File: config.mk
export PLATFORM = sky130hd
export DESIGN_NAME = fma_sc_resolve
export DESIGN_NICKNAME = d
export VERILOG_FILES = /design/src/rtl/fma_sc_pkg.sv /design/src/rtl/fma_sc_classify.sv /design/src/rtl/fma_sc_nan_pick.sv /design/src/rtl/fma_sc_resolve.sv
export SDC_FILE = /design/constraint.sdc
export NUM_CORES = 1
export LEC_CHECK = 0
export BUFFER_PORTS_ARGS = -buffer_cell sky130_fd_sc_hd__buf_2
export CORE_UTILIZATION = 45
export CTS_CLUSTER_DIAMETER = 200
export DETAILED_ROUTE_END_ITERATION = 16
export HOLD_SLACK_MARGIN = 0.08
export PLACE_DENSITY_LB_ADDON = 0.2
export SLEW_MARGIN = 10
export SYNTH_ARGS = -nofsm -noshare
export SYNTH_HDL_FRONTEND = slang
export SYNTH_SLANG_ARGS = --single-unit
File: constraint.sdc
create_clock -name clk -period 1.2 [get_ports clk]
set_input_delay 0.18 -clock clk [delete_from_list [all_inputs] [get_ports clk]]
set_output_delay 0.18 -clock clk [all_outputs]
set_load 0.05 [all_outputs]
File: src/rtl/fma_sc_pkg.sv
package fma_sc_pkg;

  // Operand classification after optional input flushing
  typedef struct packed {
    logic sign;
    logic is_zero;
    logic is_sub;
    logic is_inf;
    logic is_qnan;
    logic is_snan;
  } opclass_t;

  // Selector outcome
  typedef enum logic [1:0] {
    PICK_A   = 2'd0,
    PICK_B   = 2'd1,
    PICK_C   = 2'd2,
    PICK_DEF = 2'd3
  } nan_pick_t;

  localparam logic [1:0] RM_TO_NEG_INF = 2'b10;

endpackage

File: src/rtl/fma_sc_classify.sv
module fma_sc_classify
  import fma_sc_pkg::*;
#(
  parameter int EXP_W  = 8,
  parameter int FRAC_W = 23,
  localparam int W     = 1 + EXP_W + FRAC_W
) (
  input  logic [W-1:0] op_in,
  input  logic         flush_in,
  output logic [W-1:0] op_out,
  output opclass_t     cls
);

  logic [EXP_W-1:0]  raw_exp;
  logic [FRAC_W-1:0] raw_frac;
  logic              raw_sub;
  logic [EXP_W-1:0]  f_exp;
  logic [FRAC_W-1:0] f_frac;
  logic              exp_ones;
  logic              exp_zero;
  logic              frac_zero;

  assign raw_exp  = op_in[W-2:FRAC_W];
  assign raw_frac = op_in[FRAC_W-1:0];
  assign raw_sub  = (raw_exp == '0) && (raw_frac != '0);

  always_comb begin
    if (flush_in && raw_sub) op_out = {op_in[W-1], {(W-1){1'b0}}};
    else                     op_out = op_in;
  end

  assign f_exp     = op_out[W-2:FRAC_W];
  assign f_frac    = op_out[FRAC_W-1:0];
  assign exp_ones  = &f_exp;
  assign exp_zero  = (f_exp == '0);
  assign frac_zero = (f_frac == '0);

  always_comb begin
    cls.sign    = op_out[W-1];
    cls.is_zero = exp_zero && frac_zero;
    cls.is_sub  = exp_zero && !frac_zero;
    cls.is_inf  = exp_ones && frac_zero;
    cls.is_qnan = exp_ones && f_frac[FRAC_W-1];
    cls.is_snan = exp_ones && !frac_zero && !f_frac[FRAC_W-1];
  end

endmodule

File: src/rtl/fma_sc_nan_pick.sv
module fma_sc_nan_pick
  import fma_sc_pkg::*;
#(
  parameter int POLICY = 0
) (
  input  opclass_t  ca,
  input  opclass_t  cb,
  input  opclass_t  cc,
  input  logic      infzero,
  output nan_pick_t pick,
  output logic      inv_extra
);

  generate
    if (POLICY == 0) begin : g_sig_first
      // Signaling before quiet, addend first within each class
      always_comb begin
        inv_extra = 1'b0;
        if (infzero && cc.is_qnan) begin
          pick      = PICK_DEF;
          inv_extra = 1'b1;
        end
        else if (cc.is_snan) pick = PICK_C;
        else if (ca.is_snan) pick = PICK_A;
        else if (cb.is_snan) pick = PICK_B;
        else if (cc.is_qnan) pick = PICK_C;
        else if (ca.is_qnan) pick = PICK_A;
        else                 pick = PICK_B;
      end
    end
    else if (POLICY == 1) begin : g_a_c_b
      // inf*0 keeps the addend NaN; otherwise a, then c, then b
      always_comb begin
        inv_extra = infzero;
        if (infzero)                          pick = PICK_C;
        else if (ca.is_snan || ca.is_qnan)    pick = PICK_A;
        else if (cc.is_snan || cc.is_qnan)    pick = PICK_C;
        else                                  pick = PICK_B;
      end
    end
    else begin : g_a_b_c
      always_comb begin
        inv_extra = 1'b0;
        if (ca.is_snan || ca.is_qnan)      pick = PICK_A;
        else if (cb.is_snan || cb.is_qnan) pick = PICK_B;
        else                               pick = PICK_C;
      end
    end
  endgenerate

endmodule

File: src/rtl/fma_sc_resolve.sv
module fma_sc_resolve
  import fma_sc_pkg::*;
#(
  parameter int EXP_W      = 8,
  parameter int FRAC_W     = 23,
  parameter int NAN_POLICY = 0,
  localparam int W         = 1 + EXP_W + FRAC_W
) (
  input  logic         clk,
  input  logic         rst_n,
  input  logic         in_valid,
  input  logic [W-1:0] op_a,
  input  logic [W-1:0] op_b,
  input  logic [W-1:0] op_c,
  input  logic         neg_addend,
  input  logic         neg_product,
  input  logic         neg_result,
  input  logic         in_flush,
  input  logic         out_flush,
  input  logic         dnan_mode,
  input  logic [1:0]   rnd_mode,
  output logic         out_valid,
  output logic         handled,
  output logic [W-1:0] result,
  output logic         flag_invalid,
  output logic         flag_out_denorm,
  output logic         nrm_prod_sign,
  output logic         nrm_add_sign,
  output logic         nrm_flip
);

  localparam int QBIT = FRAC_W - 1;
  localparam logic [W-1:0] DEF_NAN =
    {1'b0, {EXP_W{1'b1}}, 1'b1, {(FRAC_W-1){1'b0}}};
  localparam logic [W-1:0] QUIET_MASK = W'(1) << QBIT;

  logic [W-1:0] fa, fb, fc;
  opclass_t     ca, cb, cc;

  fma_sc_classify #(.EXP_W(EXP_W), .FRAC_W(FRAC_W)) u_cls_a (
    .op_in(op_a), .flush_in(in_flush), .op_out(fa), .cls(ca));
  fma_sc_classify #(.EXP_W(EXP_W), .FRAC_W(FRAC_W)) u_cls_b (
    .op_in(op_b), .flush_in(in_flush), .op_out(fb), .cls(cb));
  fma_sc_classify #(.EXP_W(EXP_W), .FRAC_W(FRAC_W)) u_cls_c (
    .op_in(op_c), .flush_in(in_flush), .op_out(fc), .cls(cc));

  logic      any_nan, any_snan, infzero, p_inf, p_zero;
  logic      p_sign, c_sign;
  nan_pick_t pick;
  logic      pick_inv;

  assign any_nan  = ca.is_qnan | ca.is_snan | cb.is_qnan | cb.is_snan |
                    cc.is_qnan | cc.is_snan;
  assign any_snan = ca.is_snan | cb.is_snan | cc.is_snan;
  assign infzero  = (ca.is_inf & cb.is_zero) | (ca.is_zero & cb.is_inf);
  assign p_inf    = ca.is_inf | cb.is_inf;
  assign p_zero   = ca.is_zero | cb.is_zero;
  assign p_sign   = ca.sign ^ cb.sign ^ neg_product;
  assign c_sign   = cc.sign ^ neg_addend;

  fma_sc_nan_pick #(.POLICY(NAN_POLICY)) u_pick (
    .ca(ca), .cb(cb), .cc(cc), .infzero(infzero),
    .pick(pick), .inv_extra(pick_inv));

  // Next-state values
  logic         hd_d, inv_d, den_d, zs;
  logic [W-1:0] res_d;

  always_comb begin
    hd_d  = 1'b1;
    inv_d = 1'b0;
    den_d = 1'b0;
    res_d = '0;
    zs    = 1'b0;
    if (any_nan) begin
      inv_d = any_snan | pick_inv;
      unique case (pick)
        PICK_A:  res_d = fa | QUIET_MASK;
        PICK_B:  res_d = fb | QUIET_MASK;
        PICK_C:  res_d = fc | QUIET_MASK;
        default: res_d = DEF_NAN;
      endcase
      if (dnan_mode) res_d = DEF_NAN;
    end
    else if (infzero) begin
      inv_d = 1'b1;
      res_d = DEF_NAN;
    end
    else if (cc.is_inf) begin
      if (p_inf && (p_sign != c_sign)) begin
        inv_d = 1'b1;
        res_d = DEF_NAN;
      end
      else res_d = {c_sign ^ neg_result, {EXP_W{1'b1}}, {FRAC_W{1'b0}}};
    end
    else if (p_inf) begin
      res_d = {p_sign ^ neg_result, {EXP_W{1'b1}}, {FRAC_W{1'b0}}};
    end
    else if (p_zero) begin
      if (cc.is_zero) begin
        if (p_sign == c_sign) zs = p_sign;
        else                  zs = (rnd_mode == RM_TO_NEG_INF);
        res_d = {zs ^ neg_result, {(W-1){1'b0}}};
      end
      else if (cc.is_sub && out_flush) begin
        den_d = 1'b1;
        res_d = {c_sign ^ neg_result, {(W-1){1'b0}}};
      end
      else begin
        res_d = {fc[W-1] ^ neg_result, fc[W-2:0]};
      end
    end
    else begin
      hd_d = 1'b0;
    end
  end

  // Registers
  always_ff @(posedge clk or negedge rst_n) begin
    if (!rst_n) begin
      out_valid       <= 1'b0;
      handled         <= 1'b0;
      result          <= '0;
      flag_invalid    <= 1'b0;
      flag_out_denorm <= 1'b0;
      nrm_prod_sign   <= 1'b0;
      nrm_add_sign    <= 1'b0;
      nrm_flip        <= 1'b0;
    end
    else begin
      out_valid <= in_valid;
      if (in_valid) begin
        handled         <= hd_d;
        result          <= res_d;
        flag_invalid    <= inv_d;
        flag_out_denorm <= den_d;
        nrm_prod_sign   <= p_sign;
        nrm_add_sign    <= c_sign;
        nrm_flip        <= neg_result;
      end
    end
  end

  // Assertions
  AST_VALID_LATENCY: assert property (@(posedge clk) disable iff (!rst_n)
    in_valid |=> out_valid);
  AST_DATA_HOLD: assert property (@(posedge clk) disable iff (!rst_n)
    !in_valid |=> ($stable(result) && !out_valid));
  AST_NAN_IN_QUIET_OUT: assert property (@(posedge clk) disable iff (!rst_n)
    (in_valid && !in_flush &&
     ((&op_a[W-2:FRAC_W] && op_a[FRAC_W-1:0] != '0) ||
      (&op_c[W-2:FRAC_W] && op_c[FRAC_W-1:0] != '0)))
    |=> (handled && (&result[W-2:FRAC_W]) && result[QBIT]));
  AST_INVALID_IS_NAN: assert property (@(posedge clk) disable iff (!rst_n)
    (out_valid && flag_invalid) |-> (handled && (&result[W-2:FRAC_W]) &&
                                     result[QBIT]));
  AST_DENORM_ZERO: assert property (@(posedge clk) disable iff (!rst_n)
    (out_valid && flag_out_denorm) |-> (handled && result[W-2:0] == '0));
  AST_HANDOFF_CLEAN: assert property (@(posedge clk) disable iff (!rst_n)
    (out_valid && !handled) |-> (result == '0 && !flag_invalid &&
                                 !flag_out_denorm));

endmodule

==> run metrics <==
Critical Path AT 2.64 ns; post-synthesis cell type count 49; worst hold path class input pin to flip-flop; Core Util, Final 0.892; number of global-route vias before repair 3965; pin count of the biggest net entering global routing 51; Synth Instances 299; CP startpoint kind input pin; delay of the slowest cell on the worst path 0.53 ns; simple-gate share of the synthesized area 0.257; I/O pin total 146; Post-Synth XOR/XNOR Area 0.0163; post-synthesis mux area share 0.0381; initial core utilization 0.477; CP max FO 8; Placed Area 0.00434 sq mm; Diodes inserted 0; Worst R2R End result[7]$_DFFE_PN0P_; leakage 2.56 nW; Area Growth Syn to Fin 87.2%; fin crit period 2.41 ns; clock transition at the registers of the reported paths 0.08 ns; Final nets 682; average routed wire per standard cell 21.7 um; Post-DRT Antenna Nets 0; r2r setup slk 0.08 ns; Crit path top cell by count buf_4; fin crit share 2.01; Final GP Congestion 0.972; dpl cells 617; htree depth 2; Post-route DRC 0; drt pass-1 iters 5; Compound-Gate Fraction of Synth Area 0.288; Clock Latency Late Sink 0.29 ns; Synth Flop Type dfrtp_1; CTS buffer count 5; commonest non-fill, non-tap cell in the layout buf_2; hold path start op_b[1]; FF-to-FF path depth 4; Max VDD drop 0.628 mV; Worst-Margin Slew 0.554 ns; share of cells above drive strength 1 0.601; Total GRT Usage 0.405; status finished, violations left; grt ovf 0; RSZ-0062 raised after global routing yes; Worst Path Buf+Inv 4; Critical Path Start op_b[5]; die area 0.00629 sq mm; Critical Path RT 1.43 ns; syn_nets 406; sink of the worst hold path result[1]$_DFFE_PN0P_; Top Family by Delay on Critical Path simple AND/OR/NAND/NOR gates; fmax 0.414 GHz; Synth Area in Adders 0; initial antenna violation count 0; Fin Setup TNS -36.43 ns; final wirelength 14.0 mm; EDFF count, synth 0; post-synth design cell area 0.00269 sq mm; dpl hpwl 8.09 mm; Sink Count 39; syn_area_per_cell 9.00 sq um; clk buf depth 2; synth warn 0; largest family of logic cells by synthesized area compound AO/OA/AOI/OAI gates; num rows 27; Async SR Flop Fraction 1.00; dpl ws -1.69 ns; DIE WIDTH 79.3 um; max-cap violation count 0; register area share after synthesis 0.363; Buffers on Ports 145; Die H 79.3 um; slew margin rel. 0.631; Max Slew Vio Count 0; cell area after layout 0.00503 sq mm; hold path cells 2; root buf cell clkbuf_8; cell at the slowest stage of the critical path or4_4; critical path class input pin to flip-flop; Worst Slack Setup Final -1.21 ns; vias per std cell 6.56; Finished Layout Cells 648; wire length of the first global-routing pass 19.4 mm; r2r startpoint result[7]$_DFFE_PN0P_; Vias 4252; clk_skew 0 ns; CP Cell Sequence buf_2 > or4_4 > nor2_4 > buf_4 > buf_4 > a221oi_4 > o21bai_1 > o21a_2 > buf_4 > nor3_2 > o2111ai_2 > nand3_1; power per cell area 650 mW/mm^2; final setup violation count 35; most frequent cells in the layout 140 x buf_2, 119 x buf_4, 39 x dfrtp_1, 22 x nor2_1, 19 x nand2_1; TritonCTS clock tree yes; Fin. Hold Viols 0; failing checks setup timing; DRT iter0 DRCs 462; synthesized flop and latch total 39; CORE AREA 0.00564 sq mm; Critical Path Sink Type flip-flop
-- synthesized netlist by cell type (3+ instances only) --
cell type	number	area share
a31oi_1	16	0.037
inv_1	6	0.0084
a21o_1	5	0.014
buf_6	3	0.013
mux2i_1	8	0.030
or4_1	3	0.0084
o21ai_0	20	0.037
a221o_1	12	0.045
and2_1	5	0.012
clkbuf_1	6	0.0084
buf_2	3	0.0056
a22oi_1	5	0.014
nand4_1	9	0.021
nor2_1	25	0.035
xnor2_1	5	0.016
nand2_1	21	0.029
nor4_1	17	0.040
a21oi_1	4	0.0074
nor3_1	11	0.020
nor2b_1	9	0.021
o211ai_1	4	0.011
and3_1	6	0.014
nand3_1	7	0.013
dfrtp_1	39	0.36
a22o_1	13	0.042
a211oi_1	4	0.011
-- final cells by class --
cell class	instances	area, sq um
multi-input combinational	242	1970
timing repair buffer	281	1890
sequential	39	976
fill	254	607
tap	72	90.1
clock buffer	6	72.6
inverter	6	22.5
clock inverter	2	12.5
-- registers in the layout, summed over array words and instances (netlist names) --
register,count
result,32
out_valid,1
nrm_prod_sign,1
nrm_flip,1
nrm_add_sign,1
flag_out_denorm,1
flag_invalid,1
handled,1
-- metal layers --
layer,share of wire,vias up,wire length [um],GRT usage
li1,-,1744,-,-
met1,0.35,1967,4900,0.462
met2,0.47,420,6670,0.685
met3,0.11,121,1610,0.0966
met4,0.061,0,859,0.236
met5,0,-,0,0.0182
-- timing repair --
action | in CTS | in global routing
hold endpoints to repair | 39 | 0
gates cloned | 5 | 0
pin swaps | 39 | 23
setup endpoints to repair | 35 | 35
hold buffers | 1 | 0
resized for setup | 69 | 13
buffers inserted | 13 | 6
-- metrics by stage --
| step | hold slack (ns) | power (W) |
|---|---|---|
| 4_1_cts | 0.108 | 0.00320 |
| 2_1_floorplan | -0.116 | 0.00174 |
| 3_3_place_gp | 0.161 | 0.00226 |
| 3_5_place_dp | 0.162 | 0.00227 |
| 5_1_grt | 0.132 | 0.00335 |
| 6_report | 0.120 | 0.00327 |
-- kinds of logic after synthesis --
family	Yosys count
buffers and inverters	19
flip-flops	39
AO/OA/AOI/OAI	100
XOR/XNOR	5
AND/OR/NAND/NOR	126
multiplexers	10
-- worst register-to-register path, cell delays in order (launching register included) --
cell	delay, ns
dfrtp_1	0.40
nor2b_1	0.16
a31oi_4	0.19
o21ai_2	0.09
a21o_1	0.18
-- worst max path at each step --
stage	depth (start not counted)	to	slack (ns)
after floorplan	11	result[0]$_DFFE_PN0P_	-1.22
after CTS	11	result[7]$_DFFE_PN0P_	-1.01
final	12	result[3]$_DFFE_PN0P_	-1.21
after detailed placement	11	result[1]$_DFFE_PN0P_	-1.69
after global routing	11	result[6]$_DFFE_PN0P_	-1.26
after global placement	9	result[11]$_DFFE_PN0P_	-1.67
-- report_power, final --
part | internal [W] | switching [W]
combinational | 0.000417 | 0.000568
sequential | 0.00136 | 0.0000237
clock | 0.000407 | 0.000499
total | 0.00218 | 0.00109
(Power assumes the default switching activity.)
